$ cat src/rtl/tmr_pkg.sv
package tmr_pkg;
  localparam int SEL_W        = 4;
  localparam int NUM_SRC      = 2 ** SEL_W;
  localparam int DATA_W       = 32;
  localparam int CH_STRIDE    = 'h40;
  localparam int CTRL_BASE    = 'h20;
  localparam int CNT_OFS      = 'h10;
  localparam int FIX_OFS      = 'h20;
  localparam int SET_OFS      = 'h4;
  localparam int CLR_OFS      = 'h8;
  localparam int GCTRL_ADDR   = 'h00;
  localparam int VERSION_ADDR = 'h120;
  localparam logic [DATA_W-1:0] VERSION_WORD = 32'h0200_0000;
  localparam int B_RELOAD = 6;
  localparam int B_UPDATE = 7;
  localparam int B_IEN    = 14;
  localparam int B_FLAG   = 15;
  localparam int B_SRST   = 0;
endpackage

$ cat src/rtl/tmr_tick_sel.sv
module tmr_tick_sel
  import tmr_pkg::*;
(
  input  logic [NUM_SRC-1:0] src,
  input  logic [SEL_W-1:0]   sel,
  output logic               tick
);
  // code 0 is reserved for "no tick"
  assign tick = (sel != '0) && src[sel];
endmodule

$ cat src/rtl/tmr_channel.sv
module tmr_channel
  import tmr_pkg::*;
#(
  parameter int CNT_W = 32
) (
  input  logic               clk,
  input  logic               rst_n,
  input  logic               srst,
  input  logic               ctrl_we,
  input  logic               ctrl_set,
  input  logic               ctrl_clr,
  input  logic               fix_we,
  input  logic [DATA_W-1:0]  wdata,
  input  logic [NUM_SRC-1:0] tick_src,
  output logic [DATA_W-1:0]  ctrl_rd,
  output logic [DATA_W-1:0]  cnt_rd,
  output logic [DATA_W-1:0]  fix_rd,
  output logic               irq
);
  logic [SEL_W-1:0] sel_q;
  logic             rld_q, upd_q, ien_q, flg_q;
  logic [CNT_W-1:0] cnt_q, fix_q;
  logic [DATA_W-1:0] ctrl_cur, ctrl_nxt;
  logic tick, load_now, hit;

  tmr_tick_sel u_sel (.src(tick_src), .sel(sel_q), .tick(tick));

  always_comb begin
    ctrl_cur = '0;
    ctrl_cur[SEL_W-1:0] = sel_q;
    ctrl_cur[B_RELOAD]  = rld_q;
    ctrl_cur[B_UPDATE]  = upd_q;
    ctrl_cur[B_IEN]     = ien_q;
    ctrl_cur[B_FLAG]    = flg_q;
    if (ctrl_we)       ctrl_nxt = wdata;
    else if (ctrl_set) ctrl_nxt = ctrl_cur | wdata;
    else if (ctrl_clr) ctrl_nxt = ctrl_cur & ~wdata;
    else               ctrl_nxt = ctrl_cur;
  end

  assign load_now = fix_we && upd_q;
  assign hit      = tick && !load_now && (cnt_q == CNT_W'(1));

  always_ff @(posedge clk or negedge rst_n) begin
    if (!rst_n) begin
      sel_q <= '0; rld_q <= 1'b0; upd_q <= 1'b0; ien_q <= 1'b0; flg_q <= 1'b0;
      cnt_q <= '0; fix_q <= '0;
    end else if (srst) begin
      sel_q <= '0; rld_q <= 1'b0; upd_q <= 1'b0; ien_q <= 1'b0; flg_q <= 1'b0;
      cnt_q <= '0; fix_q <= '0;
    end else begin
      sel_q <= ctrl_nxt[SEL_W-1:0];
      rld_q <= ctrl_nxt[B_RELOAD];
      upd_q <= ctrl_nxt[B_UPDATE];
      ien_q <= ctrl_nxt[B_IEN];
      flg_q <= ctrl_nxt[B_FLAG] | hit;   // hardware set wins over a clear
      if (fix_we) fix_q <= wdata[CNT_W-1:0];
      if (load_now)
        cnt_q <= wdata[CNT_W-1:0];
      else if (tick) begin
        if (cnt_q != '0)  cnt_q <= cnt_q - CNT_W'(1);
        else if (rld_q)   cnt_q <= fix_q;
      end
    end
  end

  assign ctrl_rd = ctrl_cur;
  assign cnt_rd  = DATA_W'(cnt_q);
  assign fix_rd  = DATA_W'(fix_q);
  assign irq     = flg_q && ien_q;

  assert_step_down_R2: assert property (@(posedge clk) disable iff (!rst_n)
    (tick && !srst && !load_now && cnt_q > CNT_W'(1)) |=> cnt_q == $past(cnt_q) - CNT_W'(1));
  assert_idle_hold_R2: assert property (@(posedge clk) disable iff (!rst_n)
    (!tick && !srst && !load_now) |=> $stable(cnt_q));
  assert_flag_on_zero_R4: assert property (@(posedge clk) disable iff (!rst_n)
    (hit && !srst) |=> flg_q && cnt_q == '0);
  assert_refill_R5: assert property (@(posedge clk) disable iff (!rst_n)
    (tick && !srst && !load_now && cnt_q == '0 && rld_q) |=> cnt_q == $past(fix_q));
  assert_one_shot_R5: assert property (@(posedge clk) disable iff (!rst_n)
    (cnt_q == '0 && !rld_q && !srst && !load_now) |=> cnt_q == '0);
  assert_update_load_R3: assert property (@(posedge clk) disable iff (!rst_n)
    (load_now && !srst) |=> cnt_q == $past(wdata[CNT_W-1:0]));
endmodule

$ cat src/rtl/rtimer_dual.sv
module rtimer_dual
  import tmr_pkg::*;
#(
  parameter int NUM_CH = 2,
  parameter int CNT_W  = 32,
  parameter int ADDR_W = 12
) (
  input  logic               clk,
  input  logic               rst_n,
  input  logic [ADDR_W-1:0]  bus_addr,
  input  logic               bus_wr,
  input  logic [DATA_W-1:0]  bus_wdata,
  output logic [DATA_W-1:0]  bus_rdata,
  input  logic [NUM_SRC-1:0] tick_src,
  output logic [NUM_CH-1:0]  irq
);
  logic [DATA_W-1:0] ctrl_rd [NUM_CH];
  logic [DATA_W-1:0] cnt_rd  [NUM_CH];
  logic [DATA_W-1:0] fix_rd  [NUM_CH];
  logic srst;

  assign srst = bus_wr && (bus_addr == ADDR_W'(GCTRL_ADDR)) && bus_wdata[B_SRST];

  for (genvar n = 0; n < NUM_CH; n++) begin : g_ch
    localparam int CB = CTRL_BASE + n * CH_STRIDE;
    tmr_channel #(.CNT_W(CNT_W)) u_ch (
      .clk      (clk),
      .rst_n    (rst_n),
      .srst     (srst),
      .ctrl_we  (bus_wr && bus_addr == ADDR_W'(CB)),
      .ctrl_set (bus_wr && bus_addr == ADDR_W'(CB + SET_OFS)),
      .ctrl_clr (bus_wr && bus_addr == ADDR_W'(CB + CLR_OFS)),
      .fix_we   (bus_wr && bus_addr == ADDR_W'(CB + FIX_OFS)),
      .wdata    (bus_wdata),
      .tick_src (tick_src),
      .ctrl_rd  (ctrl_rd[n]),
      .cnt_rd   (cnt_rd[n]),
      .fix_rd   (fix_rd[n]),
      .irq      (irq[n])
    );
  end

  always_comb begin
    bus_rdata = '0;
    if (bus_addr == ADDR_W'(VERSION_ADDR)) bus_rdata = VERSION_WORD;
    for (int i = 0; i < NUM_CH; i++) begin
      if (bus_addr == ADDR_W'(CTRL_BASE + i * CH_STRIDE))           bus_rdata = ctrl_rd[i];
      if (bus_addr == ADDR_W'(CTRL_BASE + i * CH_STRIDE + CNT_OFS)) bus_rdata = cnt_rd[i];
      if (bus_addr == ADDR_W'(CTRL_BASE + i * CH_STRIDE + FIX_OFS)) bus_rdata = fix_rd[i];
    end
  end

  assert_soft_reset_R9: assert property (@(posedge clk) disable iff (!rst_n)
    srst |=> irq == '0);
endmodule

$ cat config.mk
export PLATFORM = sky130hd
export DESIGN_NAME = rtimer_dual
export DESIGN_NICKNAME = d
export VERILOG_FILES = /design/src/rtl/tmr_pkg.sv /design/src/rtl/tmr_tick_sel.sv /design/src/rtl/tmr_channel.sv /design/src/rtl/rtimer_dual.sv
export SDC_FILE = /design/constraint.sdc
export NUM_CORES = 1
export LEC_CHECK = 0
export ABC_AREA = 1
export BUFFER_PORTS_ARGS = -buffer_cell sky130_fd_sc_hd__buf_4
export CAP_MARGIN = 20
export CELL_PAD_IN_SITES_DETAIL_PLACEMENT = 0
export CELL_PAD_IN_SITES_GLOBAL_PLACEMENT = 2
export CORE_UTILIZATION = 36
export CTS_CLUSTER_DIAMETER = 80
export CTS_CLUSTER_SIZE = 25
export DETAILED_ROUTE_END_ITERATION = 8
export PLACE_DENSITY = 0.91
export REMOVE_ABC_BUFFERS = 1
export SKIP_LAST_GASP = 1
export SYNTH_ARGS = -nofsm -noshare
export SYNTH_HDL_FRONTEND = slang
export SYNTH_SLANG_ARGS = --single-unit
$ cat constraint.sdc
create_clock -name clk -period 2.9 [get_ports clk]
set_clock_uncertainty 0.05 [all_clocks]
set_input_delay 0.29 -clock clk [delete_from_list [all_inputs] [get_ports clk]]
set_output_delay 0.29 -clock clk [all_outputs]
set_load 0.005 [all_outputs]
After elaboration in Yosys (flattened, before gate mapping)
Cells that the tools add are included.
Widths: inputs -> output; s select.

word-level totals
  input bits = 63
  bits in read-only memories = 0
  bits in writable memories = 0
  bits in latches = 0
  register bits = 144
  memories = 0
  output and inout bits = 34

operators by class
  divide/modulo/power cells = 0
  eq/ne operators = 13
  shifts and indexed selects = 0
  bitwise gates (word level) = 7
  add/subtract/negate cells = 2
  order comparisons = 2
  $mul = 0
  reductions and logical operators = 37
  muxes and demuxes = 41

operators with widths
  operator               count
  $mux 32                20
  $mux 16                6
  $eq 32x1->1 const B    2
  $reduce_bool 32->1     2
  $sub 32x1->32 const B  2
  $eq 12x7->1 const B    5
  $eq 12x6->1 const B    4
  $and 16x16->16         2
  $or 16x16->16          2
  $mux 26                1
  $reduce_bool 4->1      6
  $logic_and 1x1->1      20
  $not 16->16            1
  $eq 12x8->1 const B    1
  $eq 12x9->1 const B    1
  $logic_not 12->1       1
  $lt 4x5->1 const B     2
  $mux 1                 10
  $bmux 1 s4             2
  $mux 4                 2
  $reduce_bool 3->1      2
  $reduce_and 2->1       2
  $reduce_bool 2->1      2
  $logic_not 1->1        2
  $or 1x1->1             2

Longest topological paths before layout
  depth in word-level cells = 8
  depth in mapped cells = 13
  mapped depth without buffers = 13

Cells and area by module
From an unflattened synthesis, not the netlist that was laid out.

unflattened totals
  cells, all modules = 2,173
  area total of the unflattened synthesis = 12,918.6 um^2

modules (own cells, without submodules)
  module        instances  area each (um^2)  cells each
  tmr_channel   2          4,862.2           738
  rtimer_dual   1          2,846.5           611
  tmr_tick_sel  2          173.9             43

Worst setup path after synthesis
No wires, ideal clock.

  kind = register -> register
  from = register g_ch[1].u_ch.cnt_q[0]
  to = register g_ch[1].u_ch.cnt_q[9]
  arrival time = 1,743 ps
  path slack = 983 ps
  clock period less this slack = 1,917 ps
  required time = 2,726 ps
  library setup time = 124 ps
  buffers on the path = 1
  stages on the path, launching flop included = 13
  cell sequence = dfrtp_1 > inv_1 > ha_1 > nand2_1 > inv_2 > nand3_4 > nor2_8 > nand2_4 > nand2_2 > nand2_4 > buf_4 > o211ai_1 > nand2_1

on the way
  longest elaborated chain between the ends = 5
  elaborated cells between the ends (all ways) = 8

RTL lines
  element                                              RTL line           source
  start, declared                                      tmr_channel.sv:22  logic [CNT_W-1:0] cnt_q, fix_q;
  start signal, assigned                               tmr_channel.sv:59  cnt_q <= wdata[CNT_W-1:0];
  start signal, assigned                               tmr_channel.sv:61  if (cnt_q != '0) cnt_q <= cnt_q - CNT_W'(1);
  start signal, assigned                               tmr_channel.sv:62  else if (rld_q) cnt_q <= fix_q;
  $sub 32x1->32 or $reduce_bool 32->1 (tied branches)  tmr_channel.sv:61
  $mux 32                                              tmr_channel.sv:61
  $mux 32                                              tmr_channel.sv:60  else if (tick) begin
  $mux 32                                              tmr_channel.sv:58  if (load_now)
  $mux 32                                              tmr_channel.sv:48  end else if (srst) begin

Parallel ways exist; a longest one is shown, timed or not. The select of a mux whose other input is x is not followed.
A chain may end at the register's enable or synchronous reset.

Worst setup path in the final report
  from = input bus_addr[1]
  to = output bus_rdata[17]

on the way
  longest elaborated chain between the ends = 7
  elaborated cells between the ends (all ways) = 12

RTL lines
  element          RTL line           source
  start, declared  rtimer_dual.sv:10  input logic [ADDR_W-1:0] bus_addr,
  $eq 12x6->1      rtimer_dual.sv:47  if (bus_addr == ADDR_W'(CTRL_BASE + i * CH_STRIDE)) bus_rdata = ctrl_rd[i];
  $mux 32          rtimer_dual.sv:47
  $mux 32          rtimer_dual.sv:48  if (bus_addr == ADDR_W'(CTRL_BASE + i * CH_STRIDE + CNT_OFS)) bus_rdata = cnt_rd[i];
  $mux 32          rtimer_dual.sv:49  if (bus_addr == ADDR_W'(CTRL_BASE + i * CH_STRIDE + FIX_OFS)) bus_rdata = fix_rd[i];
  $mux 32          rtimer_dual.sv:47
  $mux 32          rtimer_dual.sv:48
  $mux 32 *        rtimer_dual.sv:49
  end, declared    rtimer_dual.sv:13  output logic [DATA_W-1:0] bus_rdata,

Every way passes the cells marked *; elsewhere a longest branch is shown, timed or not.

==> reports/results.txt <==
The flow ran to the end, and the final reports show no timing, DRC or antenna violations. The logs give 0 for the final-report max-slew violation count and 0 for the residual antenna-violating net count after detailed routing. Area added between synthesis and finish: 16.3%. The worst-case IR drop observed on VDD is 0.000507 V. The tools report the root buffer selected by CTS as sky130_fd_sc_hd__clkbuf_16. The share of post-route cells with drive strength above 1 is 12.7%, and the highest cell delay on the worst timing path is 0.36 ns. The floorplan step set the die width to 177 microns. The leakage dissipation is 6.49 nW. The tools report the aggregate global-route resource usage as 28.7%.

After synthesis, the largest family of logic cells by area is simple AND/OR/NAND/NOR gates. The logs give 63 for the floorplan row count and 36.9% for the starting utilization of the core area. The tree built by TritonCTS fans out to 144 sinks.

Number of synthesis warnings: 0. The worst setup path is captured at a primary output. The post-DP HPWL is 33.1 mm, and the fmax is 385 MHz. In the final timing run, aggregate negative setup slack is 0 ns. STA classifies the critical path startpoint as a primary input.

The multi-input combinational cells in the finished layout cover a total of 0.00624 sq mm. The share of synthesized cell area in full adder, half adder and majority cells was 0.455%; the share of the synthesized area in the top cell type was 32.8%. The analysis attributes to net switching a power of 0.00295 W.

Data arrives at the worst endpoint at 2.25 ns. For the maximum level of the CTS H-tree, the log shows 4. The share of total power dissipated in combinational logic is 32.2%. The minimum clock period after layout works out to 2.59 ns.

Ratio of routed vias to standard cells: 5.43. Cells fill 42.9% of the core in the end. Setup violations remaining at the end of the flow were counted as 0.

The floorplan step defined a die boundary enclosing 0.0312 sq mm. The run gives 0 as the initial antenna violation count. The first global-routing pass estimated 67.2 mm of wire. Setup repair after global routing left no endpoint under its margin. Type of the setup path with the least slack: in -> out.

The startpoint identified for the worst hold timing path is bus_wdata[14]. After synthesis the netlist holds a flip-flop and latch count of 144. The count of buffers added on input and output ports is 95. The critical-path cell with the highest stage delay was sky130_fd_sc_hd__a21oi_1. The distinct cell type count after synthesis came out at 38. At the pin with the least slew margin, the transition time is 0.644 ns. The via count of the first global-routing pass is 11099. The most critical setup path has its startpoint at bus_addr[1]. Dividing total power by cell area gives a power density of 595 mW/mm^2. Measured along the y axis, the die boundary spans 177 microns. TritonCTS built the clock tree. For the diode insertion count for antenna repair, the log shows 0. The pre-antenna-repair detailed-routing pass consisted of 9 iterations.

The total congestion overflow after global routing was 0. Average detailed-routed wire length per instance: 19.9 microns. Of the total synthesized cell area, the portion taken by AND, OR, NAND and NOR gates is 37.9%.

The internal power of the cells totals 0.00465 W. The number of fill cells in the layout was 3286; the post-synthesis xor/xnor area fraction was 2.47%. Clock latency on the worst-skew pair, taken at its later pin, is 0.44 ns.

Per report_power, the clock group accounts for 33.5% of the total. The run gives 1855 as the layout net count. For this block, the via count after detailed routing is 11895. The most common cell in the synthesized netlist is sky130_fd_sc_hd__nand2_1. The tools report the reg-to-reg critical path startpoint as g_ch[0].u_ch.cnt_rd[0].

The run gives 57.1% as the relative max-transition margin. In the routed design, unresolved DRC markers number 0. After synthesis, the mean cell area works out to 6.41 sq um.

After clock tree synthesis, the clock-pin slew on the worst setup and hold paths is 0.07 ns. For the required time of the critical path, the log shows 2.56 ns. The classification of the worst-slack hold path was in -> reg. By area the synthesized netlist is led by sky130_fd_sc_hd__dfrtp_1 33%, sky130_fd_sc_hd__nand2_1 15%, sky130_fd_sc_hd__nand3_1 10%, sky130_fd_sc_hd__o21ai_0 7.5%, sky130_fd_sc_hd__inv_1 6.6%. Sequential elements use 32.8% of the synthesized area. The tools report the count of endpoints failing hold in the final timing report as 0. The number of buffers and inverters on the critical path is 3.

The number of maximum-capacitance violations was 0. Counting flops with a built-in enable in the synthesized netlist gives 0. The signal on the critical path passes through buf_4, nor2_4, nand3_4, nor2_2, nand2_2, buf_4, o21ai_0, o211ai_1, a21oi_1, buf_4. Net switching is 38.8% of the power. The flip-flop cell with the highest count after synthesis was sky130_fd_sc_hd__dfrtp_1. Summing every instance area after synthesis gives 0.0110 sq mm. Counting flops with an async set or reset pin after synthesis yields a share of 100%. Routability-driven placement finished with a final weighted congestion of 0.924.

sky130_fd_sc_hd__dfrtp_1 takes more of the synthesized area than any other cell. Registers take 0.00360 sq mm. The logs give 1129 for the detailed router's first-iteration violation count and 43.5 mm for the final routed wirelength across all metal layers. The number of gates given a new drive strength after cts is 0.

Broken down by cell family, the worst path's largest delay share belongs to compound AO/OA/AOI/OAI gates. The share of the synthesized area in compound gates (AO/OA/AOI/OAI) came out at 15.8%. Pin count of the biggest net entering global routing: 64. Mux cell area share after synthesis: 0%. The top-level I/O count is 97, and the number of instances in the synthesized netlist is 1713. After synthesis, the most frequently instantiated cells are 447 x sky130_fd_sc_hd__nand2_1, 222 x sky130_fd_sc_hd__nand3_1, 192 x sky130_fd_sc_hd__inv_1, 190 x sky130_fd_sc_hd__nor2_1, 164 x sky130_fd_sc_hd__o21ai_0. The core region is 0.0298 sq mm. The clock passes through at most 2 buffers.

After layout, the worst path uses 89.5% of the clock period. The biggest fanout along the worst timing path works out to 60. Most prevalent standard cell on the critical path: sky130_fd_sc_hd__buf_4.

In this run, flip-flops and latches consume 34.3% of the power. In this run, CTS created clock tree buffers numbering 17.
## worst reg2reg max path: stages, from the launching register on
cell,delay [ns]
sky130_fd_sc_hd__dfrtp_1,0.41
sky130_fd_sc_hd__inv_1,0.12
sky130_fd_sc_hd__ha_1,0.25
sky130_fd_sc_hd__nand2_1,0.14
sky130_fd_sc_hd__nor2_1,0.25
sky130_fd_sc_hd__nand2_1,0.13
sky130_fd_sc_hd__nor2_2,0.42
sky130_fd_sc_hd__nand2_1,0.19
sky130_fd_sc_hd__a21oi_1,0.19
sky130_fd_sc_hd__nand2_1,0.07
sky130_fd_sc_hd__nand2_1,0.07
sky130_fd_sc_hd__nor2_1,0.04
## power by group through the flow
| stage | Clock (W) | Combinational [W] | Sequential [W] |
|---|---|---|---|
| floorplan | 0 | 0.00181 | 0.00252 |
| global placement | 0 | 0.00241 | 0.00263 |
| detailed placement | 0 | 0.00242 | 0.00264 |
| CTS | 0.00256 | 0.00244 | 0.00260 |
| global route | 0.00263 | 0.00280 | 0.00265 |
| finish | 0.00255 | 0.00245 | 0.00261 |
## through the flow
step / std cells / power [W] / area [sq um] / worst slack [ns] / hold slack [ns]
6_report: 2191 / 0.00760 / 12800 / 0.305 / 0.0995
2_1_floorplan: 1642 / 0.00433 / 10600 / 0.0366 / -0.0556
3_5_place_dp: 2158 / 0.00506 / 12100 / 0.355 / 0.268
5_1_grt: 2191 / 0.00809 / 12800 / 0.172 / 0.115
3_3_place_gp: 2158 / 0.00504 / 12100 / 0.429 / 0.266
4_1_cts: 2191 / 0.00760 / 12800 / 0.347 / 0.0880
## routing by layer
metal / vias to the layer above / part of all wire [%] / global-route usage [%] / routed length, microns
li1: 5755 / - / - / -
met1: 5645 / 46 / 41.9 / 20200
met2: 455 / 44 / 43.5 / 19300
met3: 40 / 7.2 / 4.60 / 3140
met4: 0 / 2.1 / 8.01 / 893
met5: - / 0 / 0 / 0
## sequential cells by signal (all words and copies together), names as in the netlist
signal and count:
g_ch.u_ch.cnt_rd 64, g_ch.u_ch.fix_rd 64, g_ch.u_ch.flg_q 2, g_ch.u_ch.ien_q 2
g_ch.u_ch.rld_q 2, g_ch.u_ch.sel_q 8, g_ch.u_ch.upd_q 2
## final timing paths
check | depth (start not counted) | endpoint | slack [ns]
setup / recovery | 10 | bus_rdata[17] | 0.31
hold / removal | 3 | g_ch[0].u_ch.ien_q | 0.1
min in group asynchronous | 2 | g_ch[1].u_ch.fix_rd[23] | 0.34
setup reg to reg | 11 | g_ch[0].u_ch.cnt_rd[18] | 0.48
max in group asynchronous | 3 | g_ch[0].u_ch.fix_rd[11] | 1.57
hold reg to reg | 2 | g_ch[0].u_ch.cnt_rd[31] | 0.48
## placed cells by master, fill, tap and decap left out, types with 2 or more instances in the layout
cell and n:
sky130_fd_sc_hd__or2_2 4, sky130_fd_sc_hd__nand3_1 221, sky130_fd_sc_hd__nand2_1 445, sky130_fd_sc_hd__o211ai_1 34, sky130_fd_sc_hd__nand4_1 20, sky130_fd_sc_hd__nand2_4 4, sky130_fd_sc_hd__nand3_2 2, sky130_fd_sc_hd__a31oi_1 3
sky130_fd_sc_hd__o21ai_1 30, sky130_fd_sc_hd__inv_1 192, sky130_fd_sc_hd__nor2_2 19, sky130_fd_sc_hd__clkinv_4 3, sky130_fd_sc_hd__nor3_1 3, sky130_fd_sc_hd__nand2_8 2, sky130_fd_sc_hd__clkbuf_16 17, sky130_fd_sc_hd__buf_4 120
sky130_fd_sc_hd__nor2_8 2, sky130_fd_sc_hd__clkbuf_1 2, sky130_fd_sc_hd__nor2_1 189, sky130_fd_sc_hd__o22ai_1 24, sky130_fd_sc_hd__bufinv_16 5, sky130_fd_sc_hd__xor2_1 30, sky130_fd_sc_hd__buf_12 5, sky130_fd_sc_hd__nand3_4 3
sky130_fd_sc_hd__ha_1 4, sky130_fd_sc_hd__inv_2 14, sky130_fd_sc_hd__a21oi_1 63, sky130_fd_sc_hd__nand4_2 2, sky130_fd_sc_hd__nor2_4 7, sky130_fd_sc_hd__o21ai_0 164, sky130_fd_sc_hd__inv_6 2, sky130_fd_sc_hd__dfrtp_1 144
sky130_fd_sc_hd__nand3b_1 2, sky130_fd_sc_hd__nand2_2 9
## cell type report
cell class                      instances  area share, %
Timing Repair Buffer                  127           8.00
Clock inverter                         12           1.62
Clock buffer                           20           3.49
Inverter                              207           6.10
Sequential cell                       144           28.2
Tap cell                              390           3.82
Multi-Input combinational cell       1291           48.8
## cell families (layout without fill, tap and decap cells)
| family | after synthesis | count (layout) |
|---|---|---|
| compound gates | 320 | 320 |
| xor+xnor | 31 | 31 |
| fa+ha+maj | 4 | 4 |
| buf+inv | 278 | 366 |
| flops | 144 | 144 |
| simple gates | 936 | 936 |
## what timing repair did
item / in CTS / in global routing
hold endpoints to repair: 56 / 0
hold buffers: 1 / 0
endpoints found under the setup margin: 0 / 0
buffers inserted: 0 / 0
Note: power is estimated with default switching activity, not from simulation.
